### src/rtl/adc_port_pkg.sv
// Package adc_port_pkg
// Shared constants and helpers for the parallel result port.
// Assumes: the output period is at least MIN_PERIOD clocks, so the
// two-cycle pre-update window never overlaps the update itself.
package adc_port_pkg;

    localparam int unsigned MIN_PERIOD = 4;

    // Width of a counter that runs from 0 to n-1.
    function automatic int unsigned count_width(input int unsigned n);
        return (n <= 2) ? 1 : $clog2(n);
    endfunction

endpackage

### src/rtl/adc_port_seq.sv
// Module adc_port_seq
// Word sequencer: counts master clocks modulo PERIOD and flags the
// update tick on the last count. A sampled-high sync clears and holds
// the count. Assumes PERIOD >= MIN_PERIOD.
module adc_port_seq
    import adc_port_pkg::*;
#(
    parameter int unsigned PERIOD = 32
) (
    input  logic clk,
    input  logic rst_n,
    input  logic sync_in,
    output logic upd_o,
    output logic pre_win_o
);
    localparam int unsigned CW = count_width(PERIOD);
    localparam logic [CW-1:0] LAST = CW'(PERIOD - 1);
    localparam logic [CW-1:0] WIN_START = CW'(PERIOD - 2);

    logic [CW-1:0] cnt;

    // Advance the period counter; reset and sync both park it at zero.
    always_ff @(posedge clk) begin
        if (!rst_n || sync_in) begin
            cnt <= '0;
        end else if (cnt == LAST) begin
            cnt <= '0;
        end else begin
            cnt <= cnt + 1'b1;
        end
    end

    // Tick on the last count unless sync is blocking it.
    always_comb upd_o = (cnt == LAST) && !sync_in;

    // Final two counts of the period.
    always_comb pre_win_o = (cnt >= WIN_START);

    // a sampled sync leaves the counter at zero.
    a_r8_sync_clears_count: assert property (@(posedge clk) disable iff (!rst_n)
        sync_in |=> (cnt == '0));

    // the counter never leaves its range.
    a_r2_count_in_range: assert property (@(posedge clk) disable iff (!rst_n)
        cnt <= LAST);

    // after the last count comes zero.
    a_r2_wrap_to_zero: assert property (@(posedge clk) disable iff (!rst_n)
        (cnt == LAST) |=> (cnt == '0));

endmodule

### src/rtl/adc_port_bus.sv
// Module adc_port_bus
// Output register and bus gating. Captures the source word on the
// update tick, samples chip select and read on each rising edge to
// drive the output enable, and reports a completed read.
// Assumes: cs_n/rd_n are synchronous to clk.
module adc_port_bus #(
    parameter int unsigned WIDTH = 16
) (
    input  logic             clk,
    input  logic             rst_n,
    input  logic             cs_n,
    input  logic             rd_n,
    input  logic             upd,
    input  logic [WIDTH-1:0] src_word,
    output logic [WIDTH-1:0] bus_data,
    output logic             bus_oe,
    output logic             rd_done
);
    logic             rd_seen;
    logic [WIDTH-1:0] word_q;

    // Capture the result only on the update tick.
    always_ff @(posedge clk) begin
        if (!rst_n) begin
            word_q <= '0;
        end else if (upd) begin
            word_q <= src_word;
        end
    end

    // Drive the bus in the cycle after both strobes are sampled low.
    always_ff @(posedge clk) begin
        if (!rst_n) begin
            bus_oe <= 1'b0;
        end else begin
            bus_oe <= !cs_n && !rd_n;
        end
    end

    // Remember a started read until rd_n is sampled high.
    always_ff @(posedge clk) begin
        if (!rst_n) begin
            rd_seen <= 1'b0;
        end else if (!cs_n && !rd_n) begin
            rd_seen <= 1'b1;
        end else if (rd_n) begin
            rd_seen <= 1'b0;
        end
    end

    // A read ends on the edge that samples rd_n high after a start.
    always_comb rd_done = rd_seen && rd_n;

    always_comb bus_data = word_q;

    // both strobes low enable the bus next cycle.
    a_r4_oe_on: assert property (@(posedge clk) disable iff (!rst_n)
        (!cs_n && !rd_n) |=> bus_oe);

    // read or chip select high tri-states the bus next cycle.
    a_r4_oe_off: assert property (@(posedge clk) disable iff (!rst_n)
        (rd_n || cs_n) |=> !bus_oe);

    // the presented word is frozen between updates.
    a_r3_word_hold: assert property (@(posedge clk) disable iff (!rst_n)
        !upd |=> $stable(bus_data));

    // the word follows the source on an update.
    a_r3_word_load: assert property (@(posedge clk) disable iff (!rst_n)
        upd |=> (bus_data == $past(src_word)));

endmodule

### src/rtl/adc_port_ready.sv
// Module adc_port_ready
// Data-ready handshake. Keeps a pending flag set by an update and
// cleared by a completed read or by sync; the active-low flag is the
// inverse of pending, forced high in the pre-update window.
// Assumes: upd and pre_win come from the same sequencer.
module adc_port_ready (
    input  logic clk,
    input  logic rst_n,
    input  logic sync_in,
    input  logic upd,
    input  logic pre_win,
    input  logic rd_done,
    output logic drdy_n
);
    logic pending;

    // Track whether an unread word is waiting; updates win over reads.
    always_ff @(posedge clk) begin
        if (!rst_n || sync_in) begin
            pending <= 1'b0;
        end else if (upd) begin
            pending <= 1'b1;
        end else if (rd_done) begin
            pending <= 1'b0;
        end
    end

    // Low only for a waiting word outside the pre-update window.
    always_comb drdy_n = !pending || pre_win;

    // an update makes data-ready low next cycle.
    a_r5_ready_after_update: assert property (@(posedge clk) disable iff (!rst_n)
        upd |=> !drdy_n);

    // a completed read returns data-ready high.
    a_r6_read_releases: assert property (@(posedge clk) disable iff (!rst_n)
        (rd_done && !upd && !sync_in) |=> drdy_n);

    // data-ready is high on the update cycle and the one before.
    a_r7_high_before_update: assert property (@(posedge clk) disable iff (!rst_n)
        upd |-> (drdy_n && $past(drdy_n)));

    // a sampled sync keeps data-ready high.
    a_r8_sync_ready_high: assert property (@(posedge clk) disable iff (!rst_n)
        sync_in |=> drdy_n);

endmodule

### src/rtl/adc_par_port.sv
// Module adc_par_port
// Parallel result port: sequencer, output register with bus gating,
// and data-ready handshake. All inputs are sampled on rising clk.
// Assumes: PERIOD >= 4 and a synchronous active-low reset.
module adc_par_port
    import adc_port_pkg::*;
#(
    parameter int unsigned WIDTH  = 16,
    parameter int unsigned PERIOD = 32
) (
    input  logic             clk,
    input  logic             rst_n,
    input  logic             cs_n,
    input  logic             rd_n,
    input  logic             sync_in,
    input  logic [WIDTH-1:0] src_word,
    output logic             drdy_n,
    output logic [WIDTH-1:0] bus_data,
    output logic             bus_oe
);
    logic upd;
    logic pre_win;
    logic rd_done;

    // Period counter and update tick.
    adc_port_seq #(.PERIOD(PERIOD)) u_seq (
        .clk       (clk),
        .rst_n     (rst_n),
        .sync_in   (sync_in),
        .upd_o     (upd),
        .pre_win_o (pre_win)
    );

    // Output register and strobe sampling.
    adc_port_bus #(.WIDTH(WIDTH)) u_bus (
        .clk      (clk),
        .rst_n    (rst_n),
        .cs_n     (cs_n),
        .rd_n     (rd_n),
        .upd      (upd),
        .src_word (src_word),
        .bus_data (bus_data),
        .bus_oe   (bus_oe),
        .rd_done  (rd_done)
    );

    // Handshake flag.
    adc_port_ready u_ready (
        .clk     (clk),
        .rst_n   (rst_n),
        .sync_in (sync_in),
        .upd     (upd),
        .pre_win (pre_win),
        .rd_done (rd_done),
        .drdy_n  (drdy_n)
    );

    // the period must leave room for the two-cycle window.
    initial a_r2_period_min: assert (PERIOD >= MIN_PERIOD);

    // the cycle after a reset edge shows no ready word and a quiet bus.
    a_r1_reset_state: assert property (@(posedge clk)
        !rst_n |=> (drdy_n && !bus_oe));

endmodule

### config.mk
export PLATFORM = sky130hd
export DESIGN_NAME = adc_par_port
export DESIGN_NICKNAME = d
export VERILOG_FILES = /design/src/rtl/adc_port_pkg.sv /design/src/rtl/adc_port_seq.sv /design/src/rtl/adc_port_bus.sv /design/src/rtl/adc_port_ready.sv /design/src/rtl/adc_par_port.sv
export SDC_FILE = /design/constraint.sdc
export NUM_CORES = 1
export LEC_CHECK = 0
export BUFFER_PORTS_ARGS = -buffer_cell sky130_fd_sc_hd__buf_2
export CAP_MARGIN = 40
export CORE_MARGIN = 2
export CORE_UTILIZATION = 46
export CTS_CLUSTER_DIAMETER = 100
export DETAILED_ROUTE_END_ITERATION = 12
export GPL_ROUTABILITY_DRIVEN = 0
export GPL_TIMING_DRIVEN = 0
export PLACE_DENSITY_LB_ADDON = 0.08
export SLEW_MARGIN = 20
export SYNTH_ARGS = -nofsm -noshare
export SYNTH_HDL_FRONTEND = slang
export SYNTH_HIERARCHICAL = 1
export SYNTH_SLANG_ARGS = --single-unit
### constraint.sdc
create_clock -name clk -period 1.91 [get_ports clk]
set_input_delay 0.382 -clock clk [delete_from_list [all_inputs] [get_ports clk]]
set_output_delay 0.382 -clock clk [all_outputs]
set_load 0.02 [all_outputs]
==> results.sh, run 1 <==
export IMPL_status="finished clean"
export IMPL_setup_viol=0
export IMPL_initial_core_util_pct=49.05
export IMPL_wl_met1_um=754
export IMPL_layout_drive_gt1_share_pct=41.41
export IMPL_ant_nets=0
export IMPL_worstMarginPinSlew_ns=0.2967
export IMPL_met2_length_um=763
export IMPL_synthCells=86
export IMPL_syn_area_um2=972.2
export IMPL_dieArea_um2=2497
export IMPL_critPathMaxFanout=4
export IMPL_power_leakage_nw=0.5623
export IMPL_power_mw=0.9096
export IMPL_io_pins=39
export IMPL_cts_tree="built"
export IMPL_slew_headroom_pct=79.94
export IMPL_placed_area_um2=1196
export IMPL_area_growth_pct=31.66
export IMPL_cts_sinks=24
export IMPL_postCtsSetupRepairBufs=0
export IMPL_critPathSlowestCell="dfxtp_2"
export IMPL_fillers=179
export IMPL_hp_class="in -> reg"
export IMPL_drc=0
export IMPL_power_density_nw_per_um2=710.6
export IMPL_regToRegSetupSlack_ns=0.14
export IMPL_synth_seq_cells=24
export IMPL_worstSetupPathType="reg -> out"
export IMPL_fin_skew_ns=0.005372
export IMPL_worstPathArrival_ns=1.48
export IMPL_worstSkewPairLatency_ns=0.30
export IMPL_cts_hold_buffers_added=0
export IMPL_clk_path_buf_depth=2
export IMPL_wirelength_mm=1.610
export IMPL_synth_top_area_share_pct=49.42
export IMPL_viasPerCell=4.632
export IMPL_synthTopCellsByArea="dfxtp_1 (49%), mux2i_1 (16%), nor2b_1 (12%)"
export IMPL_fin_crit_ns=1.860
export IMPL_syn_num_nets=110
export IMPL_end_kind="primary output"
export IMPL_hold_viol=0
export IMPL_multi_input_area_um2=464.2
export IMPL_cp_slowest_stage_delay_ns=0.39
export IMPL_grt_pass1_vias=633
export IMPL_yosys_area_top_type="dfxtp_1"
export IMPL_instances_no_fill=155
export IMPL_fin_area_um2=1280
export IMPL_hold_ws_ns=0.2302
export IMPL_cp_start_kind="flop"
export IMPL_fmax_mhz=537.6
export IMPL_numPortBuffers=38
export IMPL_rows=16
export IMPL_dr_total_vias=718
export IMPL_cts_buffers=3
export IMPL_die_w_um=49.97
export IMPL_dp_cells=151
export IMPL_overflow=0
export IMPL_cts_max_level=1
export IMPL_core_area_um2=1982
export IMPL_path_cells="inv_2 -> ha_4 -> o2111a_1 -> or2b_1 -> buf_6"
export IMPL_worstPathRequired_ns=1.53
export IMPL_first_iter_violations=6
export IMPL_routedWlPerCell_um=10.39
export IMPL_ir_drop_uv=614.5
export IMPL_antenna_cells=0
export IMPL_top_layer_used="met3"
export IMPL_antenna_found_initial=0
export IMPL_drt_pass1_iter_count=4
export IMPL_wl_met3_um=92
export IMPL_fin_crit_sh_pct=97.39
export IMPL_grt_use_total_pct=13.80
export IMPL_crit_buf_inv=2
export IMPL_root_buffer="clkbuf_4"
export IMPL_grt_max_degree=15
export IMPL_clkTransAtPathRegs_ns=0.13
export IMPL_slew_viol_final=0
export IMPL_drv_cap=0
export IMPL_ys_seq_area_share_pct=49.42
export IMPL_final_net_count=153
export IMPL_avgSynthCellArea_um2=11.30
export IMPL_ys_warn_count=6
export IMPL_grt_setup_unrepaired="yes"
export IMPL_tns_ns=0
export IMPL_synth_cell_types=23
export IMPL_die_y_um=49.97
export IMPL_critical_path_top_delay_family="flip-flops"
export IMPL_grt_pass1_wl_mm=2.663
export IMPL_seqCellArea_um2=483.0
[where the power goes]
group	internal (mW)	switching (mW)
registers	0.505	0.00342
clock network	0.212	0.143
logic	0.0266	0.0195
total	0.743	0.166
[cell families after synthesis]
logic type               count (synthesis)  share of synthesized area (%)
AND/OR/NAND/NOR                         31                          20.34
flip-flops                              24                          49.42
multiplexers                            17                          17.63
AO/OA/AOI/OAI                            3                          2.702
buffers and inverters                    7                          5.147
adder cells (fa/ha/maj)                  3                          3.861
XOR/XNOR                                 1                         0.9011
[cells in the mapped netlist]
| cell type | n |
|---|---|
| and3_1 | 1 |
| buf_6 | 1 |
| nand3_1 | 1 |
| mux2i_1 | 16 |
| o2111a_1 | 1 |
| nor4b_1 | 1 |
| and2_1 | 1 |
| nor2_1 | 4 |
| o211a_1 | 1 |
| inv_1 | 4 |
| nand2b_1 | 1 |
| nor2b_1 | 18 |
| buf_12 | 1 |
| mux2_2 | 1 |
| nor2_2 | 1 |
| ha_1 | 3 |
| clkbuf_1 | 1 |
| and4bb_1 | 1 |
| xnor2_1 | 1 |
| a21oi_1 | 1 |
| dfxtp_1 | 24 |
| or3b_4 | 1 |
| or2b_1 | 1 |
[timing repair]
action / 4_1_cts / 5_1_grt
resized for setup: 3 / 7
pin swaps: 1 / 2
setup endpoints to repair: 1 / 11
cloned: 0 / 0
[layer usage]
layer,track usage (%),vias up
met5,0,-
met4,5.556,0
met3,3.030,0
met2,23.56,23
met1,16.70,324
li1,-,371
[worst paths after layout]
kind                              startpoint                             end  depth (start not counted)
setup reg to reg     u_seq/cnt[1]$_SDFF_PP0_  u_bus/bus_data[9]$_SDFFE_PN0P_                          8
hold reg to reg   u_bus/rd_seen$_SDFFE_PN0P_      u_bus/rd_seen$_SDFFE_PN0P_                          2
setup / recovery     u_seq/cnt[0]$_SDFF_PP0_                          drdy_n                          5
hold / removal                          cs_n         u_bus/bus_oe$_SDFF_PN0_                          2
[through the flow]
| step | util, % | setup WS [ns] |
|---|---|---|
| floorplan | - | 0.2498 |
| global placement | 60.35 | 0.08971 |
| detailed placement | 60.35 | 0.08353 |
| CTS | 63.38 | 0.01543 |
| global route | 64.58 | -0.01918 |
| finish | 64.58 | 0.04984 |
[sequential cells by signal, summed over array words and instances (netlist names)]
register	flops
u_bus/bus_data	16
u_ready/pending	1
u_seq/cnt	5
u_bus/rd_seen	1
u_bus/bus_oe	1
[area by class of cell]
cell class	instances	share of cell area (%)
Buffer	3	2.737
Clock buffer	3	1.760
Clock inverter	1	2.346
Inverter	4	1.173
Multi-Input combinational cell	55	36.27
Sequential cell	24	37.73
Tap cell	27	2.639
Timing Repair Buffer	38	15.35
[cells in the final DEF (no fill, tap or decap), drive strengths merged]
cell / Yosys / layout
nand3: 1 / 1
and4bb: 1 / 1
o2111a: 1 / 1
nand2b: 1 / 1
o211a: 1 / 1
or2b: 1 / 1
nor4b: 1 / 1
mux2: 1 / 1
and3: 1 / 1
a21oi: 1 / 1
dfxtp: 24 / 24
nor2: 5 / 5
xnor2: 1 / 1
bufinv: 0 / 1
inv: 4 / 4
buf: 2 / 40
and2: 1 / 1
ha: 3 / 3
mux2i: 16 / 16
clkbuf: 1 / 4
nor2b: 18 / 18
or3b: 1 / 1
(Power assumes the default switching activity.)
==> run 2: changes to the inputs <==
--- a/config.mk
+++ b/config.mk
@@ -5,12 +5,12 @@
 export SDC_FILE = /design/constraint.sdc
 export NUM_CORES = 1
 export LEC_CHECK = 0
-export BUFFER_PORTS_ARGS = -buffer_cell sky130_fd_sc_hd__buf_2
 export CAP_MARGIN = 40
 export CORE_MARGIN = 2
-export CORE_UTILIZATION = 46
+export CORE_UTILIZATION = 59
 export CTS_CLUSTER_DIAMETER = 100
 export DETAILED_ROUTE_END_ITERATION = 12
+export DONT_BUFFER_PORTS = 1
 export GPL_ROUTABILITY_DRIVEN = 0
 export GPL_TIMING_DRIVEN = 0
 export PLACE_DENSITY_LB_ADDON = 0.08
==> results.sh, run 2 (synthesis results as in run 1) <==
export IMPL_worstSetupPathType="reg -> out"
export IMPL_power_switching_mw=0.1583
export IMPL_end_kind="primary output"
export IMPL_grt_setup_unrepaired="no"
export IMPL_power_share_switching_pct=17.85
export IMPL_cts_tree="built"
export IMPL_power_density_nw_per_um2=840.8
export IMPL_cts_resized=0
export IMPL_first_iter_violations=3
export IMPL_clkTransAtPathRegs_ns=0.13
export IMPL_antenna_cells=0
export IMPL_largest_register_ffs=16
export IMPL_drt_pass1_iter_count=4
export IMPL_final_cell_mix="dfxtp_1 (22), nor2b_1 (17), mux2i_1 (16), nor2_1 (4), inv_1 (4)"
export IMPL_power_frac_comb_pct=2.1
export IMPL_fin_area_um2=1055
export IMPL_io_pins=39
export IMPL_dieArea_um2=1988
export IMPL_grt_pass1_wl_mm=2.415
export IMPL_routedWlPerCell_um=14.17
export IMPL_root_buffer="clkbuf_4"
export IMPL_fin_crit_sh_pct=96.01
export IMPL_antenna_found_initial=0
export IMPL_postCtsSetupRepairBufs=0
export IMPL_seq_power_share_pct=57.3
export IMPL_worstMarginPinSlew_ns=0.2737
export IMPL_p_int_mw=0.7285
export IMPL_die_y_um=44.59
export IMPL_wirelength_mm=1.502
export IMPL_ant_nets=0
export IMPL_fin_crit_ns=1.834
export IMPL_slew_viol_final=0
export IMPL_clockPowerShare_pct=40.6
export IMPL_final_net_count=115
export IMPL_cts_sinks=24
export IMPL_power_leakage_nw=0.3860
export IMPL_worstSkewPairLatency_ns=0.31
export IMPL_hp_class="in -> reg"
export IMPL_core_area_um2=1524
export IMPL_drv_cap=0
export IMPL_die_w_um=44.59
export IMPL_worstPathRequired_ns=1.53
export IMPL_fmax_mhz=545.3
export IMPL_rows=14
export IMPL_grt_pass1_vias=567
export IMPL_status="finished clean"
export IMPL_area_growth_pct=8.494
export IMPL_overflow=0
export IMPL_viasPerCell=5.434
export IMPL_dp_hpwl_mm=1.139
export IMPL_final_common_cell="dfxtp_1"
export IMPL_layout_drive_gt1_share_pct=13.33
export IMPL_critPathMaxFanout=4
export IMPL_dr_total_vias=576
export IMPL_cp_start_kind="flop"
export IMPL_initial_core_util_pct=63.79
export IMPL_worstPathArrival_ns=1.45
export IMPL_grt_use_total_pct=17.77
export IMPL_tns_ns=0
export IMPL_hold_ws_ns=0.1203
export IMPL_fin_skew_ns=0.001789
export IMPL_setup_viol=0
export IMPL_grt_max_degree=15
export IMPL_hold_viol=0
export IMPL_slew_headroom_pct=81.49
export IMPL_clk_path_buf_depth=2
export IMPL_drc=0
export IMPL_ir_drop_uv=533.4
export IMPL_placed_area_um2=992.2
export IMPL_numPortBuffers=0
export IMPL_cts_buffers=3
export IMPL_cts_max_level=1
export IMPL_cts_hold_buffers_added=0
==> run 2: changes by cell type in the layout (fill, tap and decap cells not counted), sizes merged <==
cell	previous run	this run
buf	40	2
==> run 2: worst max-delay path, stage by stage (launching register included) <==
cell      delay [ns]
dfxtp_2         0.37
inv_1           0.05
ha_1            0.18
o2111a_1        0.24
or2b_1          0.30
==> run 2: layout make-up <==
type	count	area [µm²]
sequential	24	483.0
clock inverter	1	30.03
inverter	4	15.01
buffer	3	35.03
fill	127	469.2
tap	16	20.02
clock buffer	3	22.52
multi-input combinational	55	449.2
==> run 2: layer usage <==
metal / wire, µm / up-vias / track usage (%)
met5: 0 / - / 0
met2: 773 / 21 / 29.28
li1: - / 292 / -
met1: 586 / 259 / 19.39
met3: 109 / 4 / 4.898
met4: 33 / 0 / 12.73
==> run 2: path summary, 6_finish.rpt <==
path         slack [ns]  cells past startpoint                    start                        endpoint
max                0.08                      4  u_seq/cnt[0]$_SDFF_PP0_                          drdy_n
max reg2reg        0.19                      8  u_seq/cnt[0]$_SDFF_PP0_  u_bus/bus_data[7]$_SDFFE_PN0P_
min                0.12                      1                     cs_n         u_bus/bus_oe$_SDFF_PN0_
min reg2reg        0.44                      1  u_seq/cnt[0]$_SDFF_PP0_         u_seq/cnt[0]$_SDFF_PP0_
==> run 2: metrics by stage <==
stage / util [%] / cells / worst slack, ns / power (mW)
5_1_grt: 69.21 / 106 / 0.005521 / 0.9189
6_report: 69.21 / 106 / 0.07621 / 0.8868
3_3_place_gp: 65.11 / 102 / 0.09332 / 0.5376
4_1_cts: 68.55 / 106 / 0.01529 / 0.9002
3_5_place_dp: 65.11 / 102 / 0.05348 / 0.5381
2_1_floorplan: - / 86 / 0.2498 / 0.5351
==> run 2: power groups by stage <==
stage | registers [mW] | logic [mW] | clock network (mW)
final | 0.509 | 0.0184 | 0.360
after global routing | 0.509 | 0.0208 | 0.389
after CTS | 0.508 | 0.0187 | 0.373
after detailed placement | 0.519 | 0.0187 | 0
after global placement | 0.519 | 0.0182 | 0
after floorplan | 0.519 | 0.0163 | 0
